--- config.mk ---
export PLATFORM = sky130hd
export DESIGN_NAME = isr_summary_ctrl
export DESIGN_NICKNAME = d
export VERILOG_FILES = /design/src/rtl/isr_pkg.sv /design/src/rtl/isr_status_bank.sv /design/src/rtl/isr_enable_reg.sv /design/src/rtl/isr_summary.sv /design/src/rtl/isr_irq_reg.sv /design/src/rtl/isr_summary_ctrl.sv
export SDC_FILE = /design/constraint.sdc
export NUM_CORES = 1
export LEC_CHECK = 0
export BUFFER_PORTS_ARGS = -buffer_cell sky130_fd_sc_hd__buf_2
export CAP_MARGIN = 10
export CELL_PAD_IN_SITES_DETAIL_PLACEMENT = 0
export CELL_PAD_IN_SITES_GLOBAL_PLACEMENT = 1
export CORE_ASPECT_RATIO = 0.5
export CORE_MARGIN = 3
export CORE_UTILIZATION = 35
export CTS_CLUSTER_DIAMETER = 50
export DETAILED_ROUTE_END_ITERATION = 16
export PLACE_DENSITY_LB_ADDON = 0.1
export RECOVER_POWER = 25
export SLEW_MARGIN = 30
export SYNTH_ARGS = -nofsm -noshare
export SYNTH_HDL_FRONTEND = slang
export SYNTH_SLANG_ARGS = --single-unit
--- constraint.sdc ---
create_clock -name clk -period 1.65 [get_ports clk]
set_input_delay 0.2475 -clock clk [delete_from_list [all_inputs] [get_ports clk]]
set_output_delay 0.2475 -clock clk [all_outputs]
set_load 0.02 [all_outputs]
--- src/rtl/isr_pkg.sv ---
`timescale 1ns/1ps
package isr_pkg;
  localparam int DW     = 32;
  localparam int PS_LSB = 17;
  localparam int PS_W   = 6;
  localparam int NSUM_BIT = 16;
  localparam int ESUM_BIT = 15;

  localparam logic [DW-1:0] NORM_MASK = 32'h0000_4845;
  localparam logic [DW-1:0] ERR_MASK  = 32'h0C00_37BA;
  localparam logic [DW-1:0] EVT_MASK  = NORM_MASK | ERR_MASK;
  localparam logic [DW-1:0] SUM_MASK  = (32'h1 << NSUM_BIT) | (32'h1 << ESUM_BIT);
  localparam logic [DW-1:0] PS_MASK   = ((32'h1 << PS_W) - 32'h1) << PS_LSB;
  localparam logic [DW-1:0] STAT_RST  = 32'hF000_0000;
  localparam logic [DW-1:0] EN_RST    = 32'hF3FE_0000;

  typedef enum logic {SEL_STAT = 1'b0, SEL_EN = 1'b1} reg_sel_e;
endpackage

--- src/rtl/isr_status_bank.sv ---
`timescale 1ns/1ps
module isr_status_bank #(
  parameter int              W        = 32,
  parameter logic [W-1:0]    EV_MASK  = '0,
  parameter logic [W-1:0]    RST_VAL  = '0,
  parameter int              F_LSB    = 17,
  parameter int              F_W      = 6
) (
  input  logic           clk,
  input  logic           rst_n,
  input  logic           soft_rst,
  input  logic [W-1:0]   set_vec,
  input  logic [W-1:0]   clr_vec,
  input  logic           fld_we,
  input  logic [F_W-1:0] fld_val,
  output logic [W-1:0]   stat_q
);
  localparam int F_MSB = F_LSB + F_W - 1;

  for (genvar b = 0; b < W; b++) begin : g_bit
    logic bit_q;
    if (EV_MASK[b]) begin : g_evt
      always_ff @(posedge clk or negedge rst_n) begin
        if (!rst_n)          bit_q <= RST_VAL[b];
        else if (soft_rst)   bit_q <= RST_VAL[b];
        else if (set_vec[b]) bit_q <= 1'b1;
        else if (clr_vec[b]) bit_q <= 1'b0;
      end
    end else if (b >= F_LSB && b <= F_MSB) begin : g_fld
      always_ff @(posedge clk or negedge rst_n) begin
        if (!rst_n)        bit_q <= RST_VAL[b];
        else if (soft_rst) bit_q <= RST_VAL[b];
        else if (fld_we)   bit_q <= fld_val[b-F_LSB];
      end
    end else begin : g_const
      assign bit_q = RST_VAL[b];
    end
    assign stat_q[b] = bit_q;
  end
endmodule

--- src/rtl/isr_enable_reg.sv ---
`timescale 1ns/1ps
module isr_enable_reg #(
  parameter int           W       = 32,
  parameter logic [W-1:0] RST_VAL = '0
) (
  input  logic         clk,
  input  logic         rst_n,
  input  logic         soft_rst,
  input  logic         we,
  input  logic [W-1:0] wdata,
  output logic [W-1:0] en_q
);
  always_ff @(posedge clk or negedge rst_n) begin
    if (!rst_n)        en_q <= RST_VAL;
    else if (soft_rst) en_q <= RST_VAL;
    else if (we)       en_q <= wdata;
  end
endmodule

--- src/rtl/isr_summary.sv ---
`timescale 1ns/1ps
module isr_summary #(
  parameter int           W      = 32,
  parameter logic [W-1:0] N_MASK = '0,
  parameter logic [W-1:0] E_MASK = '0,
  parameter int           N_BIT  = 16,
  parameter int           E_BIT  = 15
) (
  input  logic [W-1:0] stat_q,
  input  logic [W-1:0] en_q,
  output logic [W-1:0] view,
  output logic         norm_sum,
  output logic         err_sum,
  output logic         irq_d
);
  logic [W-1:0] live;
  logic [W-1:0] sum_sel;

  always_comb begin
    live     = stat_q & en_q;
    norm_sum = |(live & N_MASK);
    err_sum  = |(live & E_MASK);
    view     = stat_q;
    view[N_BIT] = norm_sum;
    view[E_BIT] = err_sum;
    sum_sel  = '0;
    sum_sel[N_BIT] = 1'b1;
    sum_sel[E_BIT] = 1'b1;
    irq_d    = |(view & en_q & sum_sel);
  end
endmodule

--- src/rtl/isr_irq_reg.sv ---
`timescale 1ns/1ps
module isr_irq_reg (
  input  logic clk,
  input  logic rst_n,
  input  logic irq_d,
  output logic irq_q
);
  always_ff @(posedge clk or negedge rst_n) begin
    if (!rst_n) irq_q <= 1'b0;
    else        irq_q <= irq_d;
  end
endmodule

--- src/rtl/isr_summary_ctrl.sv ---
`timescale 1ns/1ps
module isr_summary_ctrl
  import isr_pkg::*;
(
  input  logic           clk,
  input  logic           rst_n,
  input  logic [DW-1:0]  evt_i,
  input  logic           soft_rst_i,
  input  logic           ps_we_i,
  input  logic [PS_W-1:0] ps_i,
  input  logic           wr_en_i,
  input  logic           wr_sel_i,
  input  logic [DW-1:0]  wr_data_i,
  input  logic           rd_sel_i,
  output logic [DW-1:0]  rd_data_o,
  output logic           norm_sum_o,
  output logic           err_sum_o,
  output logic           irq_o
);
  logic [DW-1:0] stat_q, en_q, view, set_vec, clr_vec;
  logic          en_we, irq_d;

  assign set_vec = evt_i & EVT_MASK;
  assign clr_vec = (wr_en_i && reg_sel_e'(wr_sel_i) == SEL_STAT) ? (wr_data_i & EVT_MASK) : '0;
  assign en_we   = wr_en_i && reg_sel_e'(wr_sel_i) == SEL_EN;

  isr_status_bank #(.W(DW), .EV_MASK(EVT_MASK), .RST_VAL(STAT_RST),
                    .F_LSB(PS_LSB), .F_W(PS_W)) u_stat (
    .clk(clk), .rst_n(rst_n), .soft_rst(soft_rst_i), .set_vec(set_vec),
    .clr_vec(clr_vec), .fld_we(ps_we_i), .fld_val(ps_i), .stat_q(stat_q));

  isr_enable_reg #(.W(DW), .RST_VAL(EN_RST)) u_en (
    .clk(clk), .rst_n(rst_n), .soft_rst(soft_rst_i), .we(en_we),
    .wdata(wr_data_i), .en_q(en_q));

  isr_summary #(.W(DW), .N_MASK(NORM_MASK), .E_MASK(ERR_MASK),
                .N_BIT(NSUM_BIT), .E_BIT(ESUM_BIT)) u_sum (
    .stat_q(stat_q), .en_q(en_q), .view(view), .norm_sum(norm_sum_o),
    .err_sum(err_sum_o), .irq_d(irq_d));

  isr_irq_reg u_irq (.clk(clk), .rst_n(rst_n), .irq_d(irq_d), .irq_q(irq_o));

  assign rd_data_o = (reg_sel_e'(rd_sel_i) == SEL_EN) ? en_q : view;
endmodule

# Yosys cells after proc, flatten, opt, wreduce, memory -nomap -nowiden
# Index checks and enable logic that the tools add are counted.
# op_classes
mux	67
bitwise_logic	3
reduce_logical	24
# op_table
cell	count
2-to-1 mux 32 bit	3
2-to-1 mux 1 bit	63
nonzero test 3 bit	17
bitwise AND 28 bit	1
2-to-1 mux 28 bit	1
bitwise AND 17 bit	1
OR reduction 12 bit	1
OR reduction 5 bit	1
nonzero test 2 bit	2
logical AND 1 bit	2
OR reduction 2 bit	1
inverter 1 bit	1
# word_totals
wordCells	119
regBits	56
inputBits	77
out_inout_bits	35

# Depth between registers and ports, before layout
# Gate-level depths: netlist of the first run.
# logic_depth
ltp_word	6
depth_mapped	6
ltp_nobuf	4

# By module
# Synthesis of the first run repeated with hierarchy kept, for this count alone.
# hier_totals
hier_cells	327
area_unflattened_um2	3636.0
# by_module_without_submodules
module	seq_area_each_um2	instances	area_per_inst_um2	cells_per_inst
isr_enable_reg	817.0	1	1357.6	103
isr_status_bank	575.6	1	1194.9	123
isr_summary_ctrl	0.0	1	711.9	57
isr_summary	0.0	1	346.6	43
isr_irq_reg	25.0	1	25.0	1

# Least setup slack after synthesis of the first run
# No wires, ideal clock.
# synth_timing
kind	register to output
startpoint	register u_stat.g_bit[7].bit_q
endpoint	output rd_data_o[15]
required_time_ps	1402
path_slack_ps	74
stages_incl_launch_ff	5
path_buffers	0
arrival_ps	1328
path_cell_list	dfrtp_1 -> a22o_1 -> a221oi_2 -> nand3_2 -> mux2_2
# synth_between
elab_chain_cells	3
# synth_lines
element	line	rtl
start: declaration	isr_status_bank.sv:21	logic bit_q;
start signal: assignment	isr_status_bank.sv:24	if (!rst_n) bit_q <= RST_VAL[b];
start signal: assignment	isr_status_bank.sv:25	else if (soft_rst) bit_q <= RST_VAL[b];
bitwise AND 28 bit	isr_summary.sv:20	live = stat_q & en_q;
OR reduction 12 bit	isr_summary.sv:22	err_sum = |(live & E_MASK);
net err_sum_o	isr_summary_ctrl.sv:17	output logic err_sum_o,
2-to-1 mux 32 bit	isr_summary_ctrl.sv:43	assign rd_data_o = (reg_sel_e'(rd_sel_i) == SEL_EN) ? en_q : view;
end: declaration	isr_summary_ctrl.sv:15	output logic [DW-1:0] rd_data_o,
# The timed path passes the listed nets, and every way through them passes these cells.

# Worst setup path in the final report of the first run
# layout_timing
startpoint	register u_en.en_q[7]
endpoint	output rd_data_o[15]
# layout_between
elab_chain_cells	3
# layout_lines
element	line	rtl
start: declaration	isr_enable_reg.sv:11	output logic [W-1:0] en_q
start signal: assignment	isr_enable_reg.sv:16	else if (we) en_q <= wdata;
bitwise AND 28 bit	isr_summary.sv:20	
OR reduction 12 bit	isr_summary.sv:22	
2-to-1 mux 32 bit	isr_summary_ctrl.sv:43	
# Every way passes these cells.

==> reports/results.ini, run 1 <==
[layout]
design_area_sq_um=3380
drive_gt1_share_pct=49.2
diodes=0
syn2layout_area_growth_pct=33.5
layout.nets=395
final_core_util_pct=49.5

[critical_path]
end_kind=primary output
critPathLaunch=u_en.en_q[7]$_DFFE_PN0P_
cp-start-kind=flop
ff2ff_path_depth=6
worstReg2RegStart=u_en.en_q[7]$_DFFE_PN0P_
worstPathRequired_ps=1400
crit_arrival_ps=1690
crit_end=rd_data_o[15]
reg2reg_setup_slack_ps=80
crit_type=reg2out
reg2reg_to=u_irq.irq_q$_DFF_PN0_
worst-path-max-fanout=2

[clocking]
tritoncts=yes
clk_path_buf_depth=2
cts.clk_slew.worst_paths_ps=70
h-tree-depth=2
cts.sinks=56
cts-root-buf=clkbuf_16
insertion_delay_ps=290
cts_buffers=5

[sta]
period_share_pct=118
maxSlewViolCount=0
rsz0062_at_grt=yes
slew_headroom_pct=28.5
fin_skew_ps=1.92
worst_slack_ps=-292
finalSetupViolations=4
worst_slew_pin_slew_ps=1070
hold_viol=0
min_period_ps=1940
max_freq_mhz=515

[logic_synthesis]
synth_top_flop_cell=dfrtp_1
synth_warnings=0
synth_cells=213
synth_cell_types=23
synth_top_cell_area_share_pct=42.5
yosys.area.top_type=dfrtp_1
syn_avg_cell_area_sq_um=11.9
async_flop_share_pct=100
ys_seq_elements=56
yosysMostFrequentCell=dfrtp_1
synth-edff-count=0
syn-cell-area_sq_um=2530
yosys-top-cells-count=dfrtp_1, mux2_2, a22o_1, nor2_1, nand2_1
synth_nets=290
synth.area.top_cells=dfrtp_1, dfstp_2, mux2_2
seq_area_frac_synth_pct=56.0

[grt]
grt_pass1_vias=2069
antenna_found_initial=0
track_usage_pct=16.0
grt_max_degree=39
grt_pass1_wl_um=10500
gr-total-overflow=0

[drt]
drcViolationCount=0
vias_per_cell=4.97
dr_total_vias=2044
wirelength_um=6460
ant_nets=0
wl_per_cell_um=15.7
drt_pass1_iterations=4
drt-initial-drc-count=140

[place]
dpl_cell_area_sq_um=3160
dp_worst_setup_slack_ps=10.7
gp_routability_congestion=0.752
place.port_buffers=96
hpwl_um=4430

[power_and_ir_drop]
power_density_nw_per_um2=933
p_leak_nw=1.64
vdd_ir_drop_max_mv=0.369

[flow_run]
drv_cap=0

[hold_path]
hold_path_class=in2reg

[floorplan]
die_y_um=66.1
core_area_sq_um=6830
io_pins=112
start_util_pct=37.1
rows=21
die_x_um=126
die-area_sq_um=8350

[status]
violations=setup timing
outcome=finished, violations left

[repair_timing]
action	in CTS	in global routing
hold buffers	1	0
buffers inserted	3	2
pin swaps	4	2
setup endpoints to repair	4	4
gates resized for setup	8	2
endpoints found under the hold margin	6	0
[how the worst min path moves through the flow]
stage	from	end	cells past startpoint
4_1_cts	wr_data_i[21]	u_en.en_q[21]$_DFFE_PN1P_	2
3_5_place_dp	rst_n	u_stat.g_bit[22].bit_q$_DFFE_PN0P_	1
6_report	evt_i[11]	u_stat.g_bit[11].bit_q$_DFFE_PN0P_	3
3_3_place_gp	rst_n	u_stat.g_bit[20].bit_q$_DFFE_PN0P_	1
5_1_grt	evt_i[2]	u_stat.g_bit[2].bit_q$_DFFE_PN0P_	3
2_1_floorplan	rst_n	u_en.en_q[0]$_DFFE_PN0P_	0
[kinds of logic after synthesis]
group                  count (synthesis)  share of synthesized area, %
AND/OR/NAND/NOR                       54                          9.34
AO/OA/AOI/OAI                         59                          18.6
buffers and inverters                 13                          2.52
flip-flops                            56                          56.0
multiplexers                          31                          13.5
[placed cells by master (no fill, tap or decap), types with 2 or more instances in the layout]
| cell | count |
|---|---|
| buf_2 | 90 |
| dfrtp_1 | 43 |
| mux2_2 | 25 |
| a22o_1 | 23 |
| nor2_1 | 23 |
| nand2_1 | 19 |
| a21oi_1 | 17 |
| o22a_1 | 13 |
| dfstp_2 | 13 |
| buf_4 | 10 |
| mux2i_1 | 6 |
| nand2b_1 | 5 |
| clkbuf_16 | 5 |
| clkbuf_1 | 5 |
| buf_6 | 5 |
| a221oi_2 | 3 |
| and2_1 | 3 |
| buf_12 | 2 |
[report_power, final]
group | switching [W] | internal (W)
Clock | 0.000463 | 0.000607
Sequential | 0.0000508 | 0.00146
Combinational | 0.000305 | 0.000269
[final cells by class]
type	instances	area, sq um
repair buffers	111	643
well taps	92	115
flip-flops and latches	56	1420
clock buffers	8	146
fillers	666	3450
multi-input cells	144	1060
[critical path, stage by stage, from the launching register on]
cell and delay (ps):
dfrtp_1 380, a22o_1 250, a221oi_2 240, nand3_2 120
mux2_2 290, buf_6 130
[routing by layer]
metal | wire (um) | vias up | global-route usage [%]
met3 | 364 | 5 | 4.60
met1 | 2890 | 999 | 20.1
met5 | 0 | - | 0
met4 | 63 | 0 | 4.01
met2 | 3140 | 61 | 27.6
li1 | - | 979 | -
[metrics by stage]
stage / hold WS (ps) / total power (W) / std cells / TNS, ps
after floorplan: -48.1 / 0.00183 / 213 / 0
after global placement: 219 / 0.00208 / 398 / 0
after detailed placement: 212 / 0.00208 / 398 / 0
after CTS: 162 / 0.00319 / 410 / -710
after global routing: 163 / 0.00331 / 411 / -1120
final: 166 / 0.00315 / 411 / -850
[state kept, by name, indices dropped and copies added, names as in the netlist]
name	flops
u_en.en_q	32
u_irq.irq_q	1
u_stat.g_bit.bit_q	23
Power figures use the tool's default switching activity.
==> inputs of run 2 (changes only) <==
--- a/config.mk
+++ b/config.mk
@@ -5,17 +5,17 @@
 export SDC_FILE = /design/constraint.sdc
 export NUM_CORES = 1
 export LEC_CHECK = 0
+export ABC_AREA = 1
 export BUFFER_PORTS_ARGS = -buffer_cell sky130_fd_sc_hd__buf_2
 export CAP_MARGIN = 10
 export CELL_PAD_IN_SITES_DETAIL_PLACEMENT = 0
 export CELL_PAD_IN_SITES_GLOBAL_PLACEMENT = 1
 export CORE_ASPECT_RATIO = 0.5
 export CORE_MARGIN = 3
-export CORE_UTILIZATION = 35
+export CORE_UTILIZATION = 34
 export CTS_CLUSTER_DIAMETER = 50
 export DETAILED_ROUTE_END_ITERATION = 16
-export PLACE_DENSITY_LB_ADDON = 0.1
-export RECOVER_POWER = 25
+export PLACE_DENSITY = 0.91
 export SLEW_MARGIN = 30
 export SYNTH_ARGS = -nofsm -noshare
 export SYNTH_HDL_FRONTEND = slang
==> reports/results.ini, run 2 <==
[grt]
gr-total-overflow=0  ; unchanged
track_usage_pct=14.8  ; was 16.0%
grt_pass1_vias=2237  ; was 2069
grt_max_degree=57  ; was 39
antenna_found_initial=0  ; unchanged
grt_pass1_wl_um=10600  ; was 10500 um

[drt]
wirelength_um=6730  ; was 6460 um
ant_nets=0  ; unchanged
drt-initial-drc-count=126  ; was 140
drcViolationCount=0  ; unchanged
wl_per_cell_um=12.8  ; was 15.7 um
drt_pass1_iterations=4  ; unchanged
dr_total_vias=2376  ; was 2044
vias_per_cell=4.53  ; was 4.97

[layout]
syn2layout_area_growth_pct=27.7  ; was 33.5%
diodes=0  ; unchanged
final_common_cell=buf_2  ; unchanged
top_regs=u_en.en_q (32), u_stat.g_bit.bit_q (23), u_irq.irq_q (1)  ; unchanged
largest_register_ffs=32  ; unchanged
largest-register=u_en.en_q  ; unchanged
drive_gt1_share_pct=31.2  ; was 49.2%
n_fill_cell=790  ; was 666
design_area_sq_um=3430  ; was 3380 sq um
layout.nets=493  ; was 395
layout_common_cells=buf_2, nand2_1, inv_1  ; was buf_2, dfrtp_1, mux2_2
fin_cells=525  ; was 411

[logic_synthesis]
synth_top_cell_area_share_pct=40.1  ; was 42.5%
synth_top_family_by_area=compound AO/OA/AOI/OAI gates  ; unchanged
synth_cell_types=21  ; was 23
synth_nets=398  ; was 290
synth.area.top_cells=dfrtp_1, dfstp_2, inv_1  ; was dfrtp_1, dfstp_2, mux2_2
async_flop_share_pct=100  ; unchanged
synthMuxAreaShare_pct=0  ; was 13.5%
synth_xor_area_share_pct=0  ; unchanged
synth-edff-count=0  ; unchanged
yosys-top-cells-count=inv_1, nand2_1, o21ai_0  ; was dfrtp_1, mux2_2, a22o_1, nor2_1, nand2_1
synth_top_flop_cell=dfrtp_1  ; unchanged
synth_cells=321  ; was 213
synth_warnings=0  ; unchanged
yosys.area.top_type=dfrtp_1  ; unchanged
synth_fa_ha_area_share_pct=0  ; unchanged
synth_compound_area_share_pct=19.4  ; was 18.6%
ys_seq_elements=56  ; unchanged
syn-cell-area_sq_um=2690  ; was 2530 sq um
seq_area_frac_synth_pct=52.8  ; was 56.0%
syn_avg_cell_area_sq_um=8.37  ; was 11.9 sq um
synth_simple_gate_area_share_pct=14.1  ; was 9.34%

[place]
gp_routability_congestion=0.751  ; was 0.752
place.port_buffers=96  ; unchanged
hpwl_um=4730  ; was 4430 um
dp_cells=516  ; was 398
dpl_cell_area_sq_um=3260  ; was 3160 sq um
dp_worst_setup_slack_ps=330  ; was 10.7 ps

[power_and_ir_drop]
power.total_w=0.00308  ; was 0.00315 W
power_density_nw_per_um2=899  ; was 933 nW/um^2
p_leak_nw=1.84  ; was 1.64 nW
vdd_ir_drop_max_mv=0.399  ; was 0.369 mV

[critical_path]
end_kind=primary output  ; unchanged
worstPathRequired_ps=1400  ; about the same
crit_type=reg2out  ; unchanged
crit_arrival_ps=1340  ; was 1690 ps
cp-start-kind=flop  ; unchanged
worst-path-max-fanout=3  ; was 2

[floorplan]
start_util_pct=35.9  ; was 37.1%
rows=22  ; was 21
die_x_um=132  ; was 126 um
io_pins=112  ; unchanged
die_y_um=68.9  ; was 66.1 um
die-area_sq_um=9070  ; was 8350 sq um
core_area_sq_um=7490  ; was 6830 sq um

[clocking]
postCtsSetupBuffers=0  ; was 3
h-tree-depth=2  ; unchanged
tritoncts=yes  ; unchanged
cts-root-buf=clkbuf_16  ; unchanged
cts.sinks=56  ; unchanged
clk_path_buf_depth=2  ; unchanged
cts.clk_slew.worst_paths_ps=70  ; about the same
cts_buffers=5  ; unchanged
insertion_delay_ps=290  ; about the same

[sta]
slew_headroom_pct=74.1  ; was 28.5%
fin_skew_ps=8.45  ; was 1.92 ps
hold_viol=0  ; unchanged
maxSlewViolCount=0  ; unchanged
fin_tns_setup_ps=0  ; was -850 ps
rsz0062_at_grt=yes  ; unchanged
max_freq_mhz=631  ; was 515 MHz
worst_slew_pin_slew_ps=389  ; was 1070 ps
worst_slack_ps=64.4  ; was -292 ps
period_share_pct=96.1  ; was 118%
finalSetupViolations=0  ; was 4
min_period_ps=1590  ; was 1940 ps

[hold_path]
hold_path_class=in2reg  ; unchanged

[status]
outcome=completed  ; was finished, violations left

[flow_run]
drv_cap=0  ; unchanged

## run 2: cell types whose count changed after synthesis, sizes merged, moves of 4 or more
cell    before  now
inv          0   70
nand2       19   71
o21ai        0   46
mux2        25    0
a22o        23    0
nor2        24    7
o22ai        0   17
nand3        1    9
mux2i        6    0
nand2b       5    0
o22a        13    9
## run 2: layout make-up
class / instances / area, sq um / share of cell area, %
Clock buffer: 6 / 129 / 3.76
Multi-Input combinational cell: 182 / 910 / 26.5
Sequential cell: 56 / 1420 / 41.3
Timing Repair Buffer: 101 / 552 / 16.1
Inverter: 70 / 270 / 7.88
Tap cell: 108 / 135 / 3.94
Clock inverter: 2 / 16.3 / 0.474
## run 2: where the power goes
group,total (W),internal (W),leakage [nW],switching [W]
registers,0.00150,0.00146,0.702,0.0000405
logic,0.000525,0.000193,1.07,0.000332
clock network,0.00106,0.000567,0.0671,0.000490
## run 2: worst max-delay path, cell delays in order (launching register included)
cell,delay (ps)
dfrtp_1,390
nand2_1,80
nand2_1,60
nor2_1,130
nand3_2,120
nand2_1,70
nand2_1,50
buf_2,150
## run 2: layer usage
metal | up-vias | part of all wire, % | global-route usage [%]
li1 | 1208 | - | -
met1 | 1128 | 46 | 18.1
met2 | 36 | 50 | 26.7
met3 | 4 | 4.1 | 4.20
met4 | 0 | 0.48 | 3.27
met5 | - | 0 | 0
## run 2: worst paths after layout
path	from	end	slack (ps)	cells past startpoint
worst max-delay path	u_stat.g_bit[12].bit_q$_DFFE_PN0P_	rd_data_o[15]	60	7
worst min-delay path	wr_data_i[24]	u_en.en_q[24]$_DFFE_PN1P_	170	2
worst max register to register	u_stat.g_bit[12].bit_q$_DFFE_PN0P_	u_irq.irq_q$_DFF_PN0_	660	6
worst min register to register	u_en.en_q[29]$_DFFE_PN1P_	u_en.en_q[29]$_DFFE_PN1P_	480	2
max in group asynchronous	rst_n	u_en.en_q[22]$_DFFE_PN1P_	850	3
min in group asynchronous	rst_n	u_stat.g_bit[10].bit_q$_DFFE_PN0P_	470	3
## run 2: cells by family after synthesis
logic type             Yosys count
buffers and inverters           83
flip-flops                      56
AND/OR/NAND/NOR                 89
AO/OA/AOI/OAI                   93
## run 2: stage by stage
stage	hold WS, ps	util (%)
3_3_place_gp	271	43.5
5_1_grt	171	45.8
6_report	173	45.8
2_1_floorplan	-48.1	-
4_1_cts	166	45.6
3_5_place_dp	273	43.5
## run 2: what timing repair did
action | 4_1_cts | 5_1_grt
pin swaps | 1 | 0
setup endpoints to repair | 1 | 2
resized for setup | 0 | 5
hold buffers | 1 | 0
hold endpoints to repair | 43 | 0
